<file path="src/rtl/ldc_pkg.sv">
package ldc_pkg;

  typedef enum logic [1:0] {
    LDC_IDLE = 2'd0,
    LDC_WAIT = 2'd1,
    LDC_FREE = 2'd2
  } ldc_state_e;

  // High-rank next state: yields only when idle locally and asked remotely.
  function automatic ldc_state_e hp_next(ldc_state_e s, logic creq,
                                         logic ireq, logic done);
    ldc_state_e n;
    n = s;
    unique case (s)
      LDC_FREE: if (!creq && ireq) n = LDC_IDLE;
      LDC_IDLE: if (creq) n = LDC_WAIT;
      LDC_WAIT: if (done) n = LDC_FREE;
      default:  n = LDC_FREE;
    endcase
    return n;
  endfunction

  // Low-rank next state: any remote request wins over a wait or a transfer.
  function automatic ldc_state_e lp_next(ldc_state_e s, logic creq,
                                         logic ireq, logic done);
    ldc_state_e n;
    n = s;
    unique case (s)
      LDC_IDLE: if (creq && !ireq) n = LDC_WAIT;
      LDC_WAIT: begin
        if (ireq)      n = LDC_IDLE;
        else if (done) n = LDC_FREE;
      end
      LDC_FREE: if (ireq) n = LDC_IDLE;
      default:  n = LDC_IDLE;
    endcase
    return n;
  endfunction

  function automatic logic hp_req(ldc_state_e s, logic creq);
    return (s == LDC_WAIT) || ((s == LDC_FREE) && creq);
  endfunction

  function automatic logic lp_req(ldc_state_e s);
    return (s == LDC_WAIT) || (s == LDC_FREE);
  endfunction

endpackage

</file>
<file path="src/rtl/ldc_wait_timer.sv">
module ldc_wait_timer #(
  parameter int unsigned LIMIT = 2
) (
  input  logic clk,
  input  logic rst_n,
  input  logic run,
  input  logic abort,
  output logic hit
);
  localparam int unsigned CW = (LIMIT > 1) ? $clog2(LIMIT) : 1;

  logic [CW-1:0] cnt_q;

  assign hit = run && (cnt_q == CW'(LIMIT - 1));

  always_ff @(posedge clk or negedge rst_n) begin
    if (!rst_n)                  cnt_q <= '0;
    else if (!run || abort || hit) cnt_q <= '0;
    else                         cnt_q <= cnt_q + 1'b1;
  end
endmodule

</file>
<file path="src/rtl/ldc_side.sv">
module ldc_side
  import ldc_pkg::*;
#(
  parameter bit          HIGH_PRI    = 1'b1,
  parameter int unsigned WAIT_CYCLES = 2
) (
  input  logic       clk,
  input  logic       rst_n,
  input  logic       chan_req,
  input  logic       in_req,
  output logic       out_req,
  output logic       tx_en,
  output ldc_state_e state_o
);
  localparam ldc_state_e RST_STATE = HIGH_PRI ? LDC_FREE : LDC_IDLE;

  ldc_state_e state_q, state_d;
  logic       in_wait;
  logic       wait_done;
  logic       wait_abort;

  assign in_wait = (state_q == LDC_WAIT);

  ldc_wait_timer #(.LIMIT(WAIT_CYCLES)) u_tmr (
    .clk   (clk),
    .rst_n (rst_n),
    .run   (in_wait),
    .abort (wait_abort),
    .hit   (wait_done)
  );

  generate
    if (HIGH_PRI) begin : g_high
      assign wait_abort = 1'b0;
      always_comb begin
        state_d = hp_next(state_q, chan_req, in_req, wait_done);
        out_req = hp_req(state_q, chan_req);
        tx_en   = (state_q == LDC_FREE);
      end
    end else begin : g_low
      assign wait_abort = in_wait && in_req;
      always_comb begin
        state_d = lp_next(state_q, chan_req, in_req, wait_done);
        out_req = lp_req(state_q);
        tx_en   = (state_q == LDC_FREE) && !in_req;
      end
    end
  endgenerate

  always_ff @(posedge clk or negedge rst_n) begin
    if (!rst_n) state_q <= RST_STATE;
    else        state_q <= state_d;
  end

  assign state_o = state_q;
endmodule

</file>
<file path="src/rtl/ldc_link_pair.sv">
module ldc_link_pair
  import ldc_pkg::*;
#(
  parameter int unsigned HI_WAIT = 2,
  parameter int unsigned LO_WAIT = 4
) (
  input  logic       clk,
  input  logic       rst_n,
  input  logic       hi_chan_req,
  input  logic       lo_chan_req,
  output logic       hi_out_req,
  output logic       lo_out_req,
  output logic       hi_tx_en,
  output logic       lo_tx_en,
  output logic [1:0] hi_state,
  output logic [1:0] lo_state
);
  ldc_state_e hi_st, lo_st;

  ldc_side #(.HIGH_PRI(1'b1), .WAIT_CYCLES(HI_WAIT)) u_hi (
    .clk      (clk),
    .rst_n    (rst_n),
    .chan_req (hi_chan_req),
    .in_req   (lo_out_req),
    .out_req  (hi_out_req),
    .tx_en    (hi_tx_en),
    .state_o  (hi_st)
  );

  ldc_side #(.HIGH_PRI(1'b0), .WAIT_CYCLES(LO_WAIT)) u_lo (
    .clk      (clk),
    .rst_n    (rst_n),
    .chan_req (lo_chan_req),
    .in_req   (hi_out_req),
    .out_req  (lo_out_req),
    .tx_en    (lo_tx_en),
    .state_o  (lo_st)
  );

  assign hi_state = hi_st;
  assign lo_state = lo_st;
endmodule

</file>
<file path="config.mk">
export PLATFORM = sky130hd
export DESIGN_NAME = ldc_link_pair
export DESIGN_NICKNAME = d
export VERILOG_FILES = /design/src/rtl/ldc_pkg.sv /design/src/rtl/ldc_wait_timer.sv /design/src/rtl/ldc_side.sv /design/src/rtl/ldc_link_pair.sv
export SDC_FILE = /design/constraint.sdc
export NUM_CORES = 1
export LEC_CHECK = 0
export BUFFER_PORTS_ARGS = -buffer_cell sky130_fd_sc_hd__buf_2
export CAP_MARGIN = 25
export CORE_MARGIN = 10
export CORE_UTILIZATION = 30
export CTS_BUF_LIST = sky130_fd_sc_hd__clkbuf_4 sky130_fd_sc_hd__clkbuf_8
export CTS_CLUSTER_DIAMETER = 40
export DETAILED_ROUTE_END_ITERATION = 16
export SLEW_MARGIN = 10
export SYNTH_ARGS = -nofsm -noshare
export SYNTH_HDL_FRONTEND = slang
export SYNTH_SLANG_ARGS = --single-unit
export TNS_END_PERCENT = 50
</file>
<file path="constraint.sdc">
create_clock -name clk -period 2 [get_ports clk]
set_input_delay 0.2 -clock clk [delete_from_list [all_inputs] [get_ports clk]]
set_output_delay 0.2 -clock clk [all_outputs]
set_load 0.05 [all_outputs]
</file>
==> results of run 1 <==
## flip-flops by register name (all words and copies together) (netlist names)
name and cells:
u_lo.state_o 2, u_lo.u_tmr.cnt_q 2, u_hi.state_o 2, u_hi.u_tmr.cnt_q 1
## cells by family (layout without fill, tap and decap cells)
family,after synthesis,after routing,synth area share (%)
buffers and inverters,6,22,5.16
muxes,3,3,8.31
adders and majority gates,5,5,14.3
and+or+nand+nor,15,15,22.1
AOI/OAI and AO/OA,7,7,9.74
DFF,7,7,40.4
## worst paths after layout
kind | from | cells after the start | slack, ns | endpoint
max in group asynchronous | rst_n | 2 | 1.46 | u_hi.state_o[1]
worst max register to register | u_hi.state_o[1] | 4 | 0.18 | u_lo.state_o[0]
min in group asynchronous | rst_n | 2 | 0.31 | u_hi.u_tmr.cnt_q
worst min-delay path | hi_chan_req | 3 | 0.23 | u_hi.state_o[1]
worst min register to register | u_lo.u_tmr.cnt_q[0] | 1 | 0.43 | u_lo.u_tmr.cnt_q[0]
worst max-delay path | u_hi.state_o[1] | 4 | 0.16 | lo_tx_en
## cell usage after synthesis, drive strengths merged (2+ instances only)
| library cell | number | area share (%) |
|---|---|---|
| a31oi | 2 | 2.9 |
| and2 | 2 | 2.9 |
| and2b | 2 | 3.7 |
| dfrtp | 6 | 34 |
| ha | 5 | 14 |
| inv | 6 | 5.2 |
| mux2 | 2 | 6.0 |
| nand2 | 2 | 1.7 |
| nor2 | 4 | 3.4 |
| o21ai | 2 | 2.3 |
## cell type report
type	instances	area (sq um)	share of cell area, %
clock buffer	4	30.0	5.43
sequential	7	179	32.4
timing repair buffer	12	65.1	11.8
inverter	6	22.5	4.07
multi-input combinational	30	238	43.0
tap	15	18.8	3.39
## routing by layer
layer	up-vias	GRT usage [%]	part of all wire (%)
li1	177	-	-
met1	153	5.58	46
met2	10	7.82	40
met3	2	4.36	13
met4	0	4.03	0.80
met5	-	0	0
## metrics by stage
stage | cell area, sq um | cells | hold slack [ns] | util [%]
6_report | 553 | 74 | 0.231 | 41.5
5_1_grt | 553 | 74 | 0.236 | 41.5
4_1_cts | 553 | 74 | 0.223 | 41.5
3_5_place_dp | 513 | 69 | 0.0436 | 38.5
3_3_place_gp | 513 | 69 | 0.0417 | 38.5
2_1_floorplan | 439 | 43 | -0.0956 | -
## critical path, stage by stage (launching register included)
cell and delay (ns):
dfstp_2 0.60, and2b_1 0.22, nor2_1 0.18, and2_1 0.15, buf_2 0.25
==> results.yml, run 1 <==
floorplan:
  die_area_sq_mm: 0.00338
  io_pins: 12
  die_w_um: 58.2
  rows: 13
  core_area_sq_mm: 0.00133
  start_util_pct: 32.7
  die_h_um: 58.2
place:
  place.gp.congestion: 0.694
  pre_cts_ws_ns: 0.190
  place_hpwl_um: 713
  place.port_buffers: 11
setup_path:
  path_class: "reg -> out"
  required_ns: 1.80
  worstPathMaxFanout: 10
  cp_data_arrival_time_ns: 1.64
  worst_setup_path_start_kind: "flop"
  end_kind: "primary output"
run:
  cap_violations: 0
routing:
  antenna_left: 0
  drtIter0Drc: 11
  dr_total_vias: 342
  routed_via_density: 4.62
  wl_per_cell_um: 11.9
  drc: 0
  drt-pass1-iter-count: 4
  totalWireLength_um: 879
sta:
  rsz0062_at_grt: "false"
  finalCriticalPeriod_ns: 1.84
  slew_violations: 0
  post-route-period-util_pct: 91.9
  layout_setup_ws_ns: 0.162
  setup_tns_ns: 0
  final.setup_skew_ns: 0.00266
  hold_viol_final: 0
  setup_violations: 0
  worst_slew_pin_slew_ns: 0.325
  relSlewSlack_pct: 78.3
  fmax_mhz: 544
finish:
  final_cell_mix: "11 x buf_2, 6 x inv_1, 5 x ha_1"
  areaGrowthSynthToFinish_pct: 26.6
  final_nets: 69
  final_common_cell: "buf_2"
  antenna_cells: 0
  nFillCells: 133
  drive_gt1_share_pct: 39.0
clocking:
  cts_max_level: 1
  cts_tree: "yes"
  cts_root_buf: "clkbuf_4"
  path_clk_slew_ns: 0.05
  hold_buffers: 1
  clockBufferDepth: 2
  worst_skew_pair.late_latency_ns: 0.25
  post_cts_buffers: 0
  cts_resized: 0
  cts.sinks: 7
  cts_buffers: 3
grt:
  grt_overflow: 0
  grt_pass1_wl_mm: 1.46
  grt_usage_pct: 5.62
  grt_max_degree: 11
  first_global_vias: 334
  antenna_found_initial: 0
logic_synthesis:
  syn_area_sq_um: 437
  ys.flop_type: "dfrtp_1"
  synth_seq_cells: 7
  ys.warnings.count: 0
  syn_avg_cell_area_sq_um: 10.2
  syn_nets: 52
  ys_types: 22
  synth_seq_area_share_pct: 40.4
  synth_edf_count: 0
  syn-instance-count: 43
  synthArstFlopShare_pct: 100
min_path:
  hp-class: "in -> reg"
run_status:
  outcome: "completed"
Power of run 1 is not shown: default switching activity piles up to over one toggle a cycle in this logic, so the estimate is an artifact.
==> run 2, diff against run 1 <==
--- a/config.mk
+++ b/config.mk
@@ -5,6 +5,7 @@
 export SDC_FILE = /design/constraint.sdc
 export NUM_CORES = 1
 export LEC_CHECK = 0
+export ABC_AREA = 1
 export BUFFER_PORTS_ARGS = -buffer_cell sky130_fd_sc_hd__buf_2
 export CAP_MARGIN = 25
 export CORE_MARGIN = 10
==> run 2 against run 1 <==
Compared with the run above: count of clock-buffer cells in the layout is the same; maximum frequency grew 13%; register-to-register slack gained 0.60 ns; wire length shrank 4.3%; via count shrank 6.7%; largest cell class unchanged; highest routed layer is now met3.
==> results.yml, run 2 <==
routing:
  dr_total_vias: 319
  antenna_left: 0
  wl_per_cell_um: 11.4
  totalWireLength_um: 841
  routed_via_density: 4.31
  drt-pass1-iter-count: 2
  drc: 0
  drtIter0Drc: 1
clocking:
  worst_skew_pair.late_latency_ns: 0.24
  cts_resized: 0
  cts_buffers: 3
  cts_root_buf: "clkbuf_4"
  cts_max_level: 1
  path_clk_slew_ns: 0.05
  cts_tree: "yes"
  cts.sinks: 7
  clockBufferDepth: 2
setup_path:
  reg2reg_slack_ns: 0.78
  required_ns: 1.80
  reg2reg_depth: 5
  cp_data_arrival_time_ns: 1.43
  crit_chain: "inv_2 > nand2_2 > nand3_1 > inv_1 > buf_2"
  slowest_delay_ns: 0.55
  end_kind: "primary output"
  worstPathMaxFanout: 5
  worst_setup_path_start_kind: "flop"
  slowest_stage: "dfstp_2"
  path_class: "reg -> out"
logic_synthesis:
  synthArstFlopShare_pct: 100
  ys_types: 14
  synth_seq_area_share_pct: 44.5
  syn_avg_cell_area_sq_um: 9.22
  syn-instance-count: 43
  synth_seq_cells: 7
  yosys-top-cells-area: "dfrtp_1 38%, ha_1 16%, dfstp_2 6.6%"
  synth.largest_area_cell: "dfrtp_1"
  ys.flop_type: "dfrtp_1"
  syn_area_sq_um: 397
  yosysMostFrequentCell: "inv_1"
  synth_edf_count: 0
  synth_commonest_cells: "7 x inv_1, 6 x dfrtp_1, 5 x ha_1, 5 x nand2_1, 5 x nor2_1"
  ys.warnings.count: 0
  synth_top_area_share_pct: 37.9
  syn_nets: 52
grt:
  grt_max_degree: 8
  grt_pass1_wl_mm: 1.44
  grt_usage_pct: 5.68
  first_global_vias: 332
  antenna_found_initial: 0
  grt_overflow: 0
floorplan:
  core_area_sq_mm: 0.00127
  start_util_pct: 31.3
  die_w_um: 56.4
  die_area_sq_mm: 0.00318
  rows: 13
  die_h_um: 56.4
  io_pins: 12
finish:
  final_common_cell: "buf_2"
  final_cell_mix: "11 x buf_2, 7 x inv_1, 6 x dfrtp_1"
  drive_gt1_share_pct: 39.0
  nFillCells: 142
  antenna_cells: 0
  final_nets: 69
  areaGrowthSynthToFinish_pct: 28.7
sta:
  rsz0062_at_grt: "false"
  setup_tns_ns: 0
  finalCriticalPeriod_ns: 1.63
  slew_violations: 0
  fmax_mhz: 614
  worst_slew_pin_slew_ns: 0.254
  post-route-period-util_pct: 81.4
  setup_violations: 0
  hold_viol_final: 0
  relSlewSlack_pct: 83.2
  final.setup_skew_ns: 0.00196
place:
  place.gp.congestion: 0.761
  place.port_buffers: 11
  place_hpwl_um: 748
min_path:
  hp-class: "in -> reg"
  min_path_cells: 2
run_status:
  outcome: "completed"
run:
  cap_violations: 0
## run 2: cell types whose count changed in the layout (fill, tap and decap cells not counted), sizes merged, moves of 2 or more
cell	delta
a31oi	-2
and2	-2
and2b	-2
inv	+3
mux2	-2
nand2	+5
nand3	+3
nand4	+3
## run 2: layout make-up
cell class,count,area [sq um],share of cell area (%)
clock buffers,4,30.0,5.88
flip-flops and latches,7,176,34.6
inverters,9,33.8,6.62
multi-input cells,27,186,36.5
well taps,15,18.8,3.68
repair buffers,12,65.1,12.7
## run 2: worst paths after layout
kind                                  startpoint               end
worst max register to register   u_lo.state_o[1]   u_lo.state_o[0]
worst min register to register  u_hi.u_tmr.cnt_q  u_hi.u_tmr.cnt_q
worst max-delay path             u_hi.state_o[1]          lo_tx_en
max in group asynchronous                  rst_n   u_hi.state_o[1]
worst min-delay path                 hi_chan_req   u_hi.state_o[0]
min in group asynchronous                  rst_n   u_lo.state_o[0]
## run 2: critical path, delay by kind of cell (launching register included)
kind | cells | cell delay, ns
DFF | 1 | 0.55
buffers and inverters | 3 | 0.38
and+or+nand+nor | 2 | 0.26
## run 2: stage by stage
stage                     setup slack (ns)  hold slack [ns]  std cells  util (%)  instance area, sq um
after floorplan                      0.192          -0.0956         43         -                   397
after global placement               0.650           0.0384         69      37.1                   470
after detailed placement             0.616           0.0387         69      37.1                   470
after CTS                            0.352            0.237         74      40.2                   510
after global routing                 0.268            0.232         74      40.2                   510
final                                0.371            0.246         74      40.2                   510
## run 2: kinds of logic after synthesis
family          Yosys count  synth area share (%)
compound gates            3                  4.73
fa+ha+maj                 5                  15.8
buf+inv                   9                  8.52
flops                     7                  44.5
simple gates             19                  26.5
## run 2: metal layers
metal / vias to the layer above / global-route usage, % / routed length, um
met5: - / 0 / 0
met4: 0 / 4.12 / 0
met3: 0 / 3.37 / 51
met2: 5 / 7.61 / 415
met1: 142 / 6.42 / 374
li1: 172 / - / -
## run 2: what timing repair did
action | in CTS | in global routing
hold buffers | 1 | 0
setup buffers | 0 | 0
endpoints found under the hold margin | 7 | 0
Power of run 2 is left out for the same reason.
==> run 3, diff against run 2 <==
==> constraint.sdc (replaced) <==
create_clock -name clk -period 1.7 [get_ports clk]
set_input_delay 0.17 -clock clk [delete_from_list [all_inputs] [get_ports clk]]
set_output_delay 0.17 -clock clk [all_outputs]
set_load 0.05 [all_outputs]
==> run 3 against run 2 <==
Compared with the run above: non-clock buffer count unchanged; first-iteration DRC count down 100%; clock skew down 0.00070 ns; sequential cell count unchanged; hold slack worse by 0.040 ns; critical path type unchanged; count of clock-buffer cells in the layout unchanged; sequential share of layout area down 0.34 points; critical endpoint unchanged.
==> results.yml, run 3 (same netlist as run 2, synthesis figures left out) <==
run_status:
  outcome: "completed"
clocking:
  cts_buffers: 3
  cts_tree: "yes"
  cts_root_buf: "clkbuf_4"
  cts.sinks: 7
  post_cts_buffers: 0
  clockBufferDepth: 2
  hold_buffers: 1
  path_clk_slew_ns: 0.05
  cts_resized: 0
  cts_max_level: 1
  worst_skew_pair.late_latency_ns: 0.24
run:
  cap_violations: 0
min_path:
  hp-class: "in -> reg"
  hp-start: "hi_chan_req"
  min_to: "u_hi.state_o[0]"
  min_path_cells: 2
sta:
  relSlewSlack_pct: 83.3
  final.setup_skew_ns: 0.00126
  post-route-period-util_pct: 94.2
  hold_viol_final: 0
  finalCriticalPeriod_ns: 1.60
  slew_violations: 0
  setup_violations: 0
  setup_tns_ns: 0
  fmax_mhz: 624
  layout_setup_ws_ns: 0.0987
  rsz0062_at_grt: "false"
  worst_slew_pin_slew_ns: 0.252
setup_path:
  slowest_stage: "dfstp_2"
  reg2reg_depth: 5
  slowest_delay_ns: 0.55
  reg2reg_slack_ns: 0.50
  required_ns: 1.53
  worst_setup_path_start_kind: "flop"
  path_class: "reg -> out"
  r2r-start: "u_hi.state_o[1]"
  end_kind: "primary output"
  cp_data_arrival_time_ns: 1.43
  r2r-end: "u_lo.state_o[0]"
  worstPathMaxFanout: 5
  crit_chain: "inv_2 > nand2_2 > nand3_1 > inv_1 > buf_2"
floorplan:
  die_h_um: 56.4
  die_w_um: 56.4
  die_area_sq_mm: 0.00318
  rows: 13
  start_util_pct: 31.3
  core_area_sq_mm: 0.00127
  io_pins: 12
grt:
  grt_overflow: 0
  antenna_found_initial: 0
  grt_pass1_wl_mm: 1.20
  grt_usage_pct: 4.85
  grt_max_degree: 8
  first_global_vias: 281
finish:
  drive_gt1_share_pct: 42.4
  areaGrowthSynthToFinish_pct: 30.0
  final_common_cell: "buf_2"
  antenna_cells: 0
  final_nets: 69
  final_cell_mix: "11 x buf_2, 7 x inv_1, 6 x dfrtp_1"
routing:
  drt-pass1-iter-count: 1
  totalWireLength_um: 767
  antenna_left: 0
  routed_via_density: 4.19
  dr_total_vias: 310
  drc: 0
  drtIter0Drc: 0
  wl_per_cell_um: 10.4
place:
  place.port_buffers: 11
  place_hpwl_um: 670
  place.gp.congestion: 0.781
  pre_cts_ws_ns: 0.339
==> run 3: changes by cell type in the layout (fill, tap and decap cells not counted) <==
cell,change
nor2_1,-1
nor2_2,+1
ha_2,+1
ha_1,-1
==> run 3: layout make-up <==
type                    count  area, sq um
multi-input cells          27          191
fillers                   138          753
clock buffers               4         30.0
well taps                  15         18.8
inverters                   9         33.8
flip-flops and latches      7          176
repair buffers             12         65.1
==> run 3: worst max-delay path by stage <==
stage          depth (start not counted)         endpoint       startpoint  slack [ns]
3_3_place_gp                           5         lo_tx_en  u_hi.state_o[1]        0.36
4_1_cts                                5         lo_tx_en  u_hi.state_o[1]        0.07
6_report                               5         lo_tx_en  u_hi.state_o[1]         0.1
2_1_floorplan                          5  u_hi.state_o[1]  u_lo.state_o[1]        0.03
3_5_place_dp                           5         lo_tx_en  u_hi.state_o[1]        0.34
5_1_grt                                5         lo_tx_en  u_hi.state_o[1]        0.02
==> run 3: layer usage <==
metal	vias up	part of all wire (%)	global-route usage, %	wire length [um]
li1	170	-	-	-
met1	133	43	4.86	333
met2	5	50	7.45	386
met3	2	3.9	2.25	30
met4	0	2.2	4.12	17
met5	-	0	0	0
==> run 3: worst max-delay path: cells and delay by family, from the launching register on <==
kind | cells | cell delay (ns)
buffers and inverters | 3 | 0.37
AND/OR/NAND/NOR | 2 | 0.26
flip-flops | 1 | 0.55
==> run 3: per-stage QoR <==
step	area, sq um	util [%]	hold WS [ns]	cells
2_1_floorplan	402	-	-0.126	43
3_3_place_gp	475	37.5	0.00528	69
3_5_place_dp	475	37.5	0.00634	69
4_1_cts	515	40.6	0.202	74
5_1_grt	515	40.6	0.201	74
6_report	515	40.6	0.206	74
Power of run 3 is left out for the same reason.
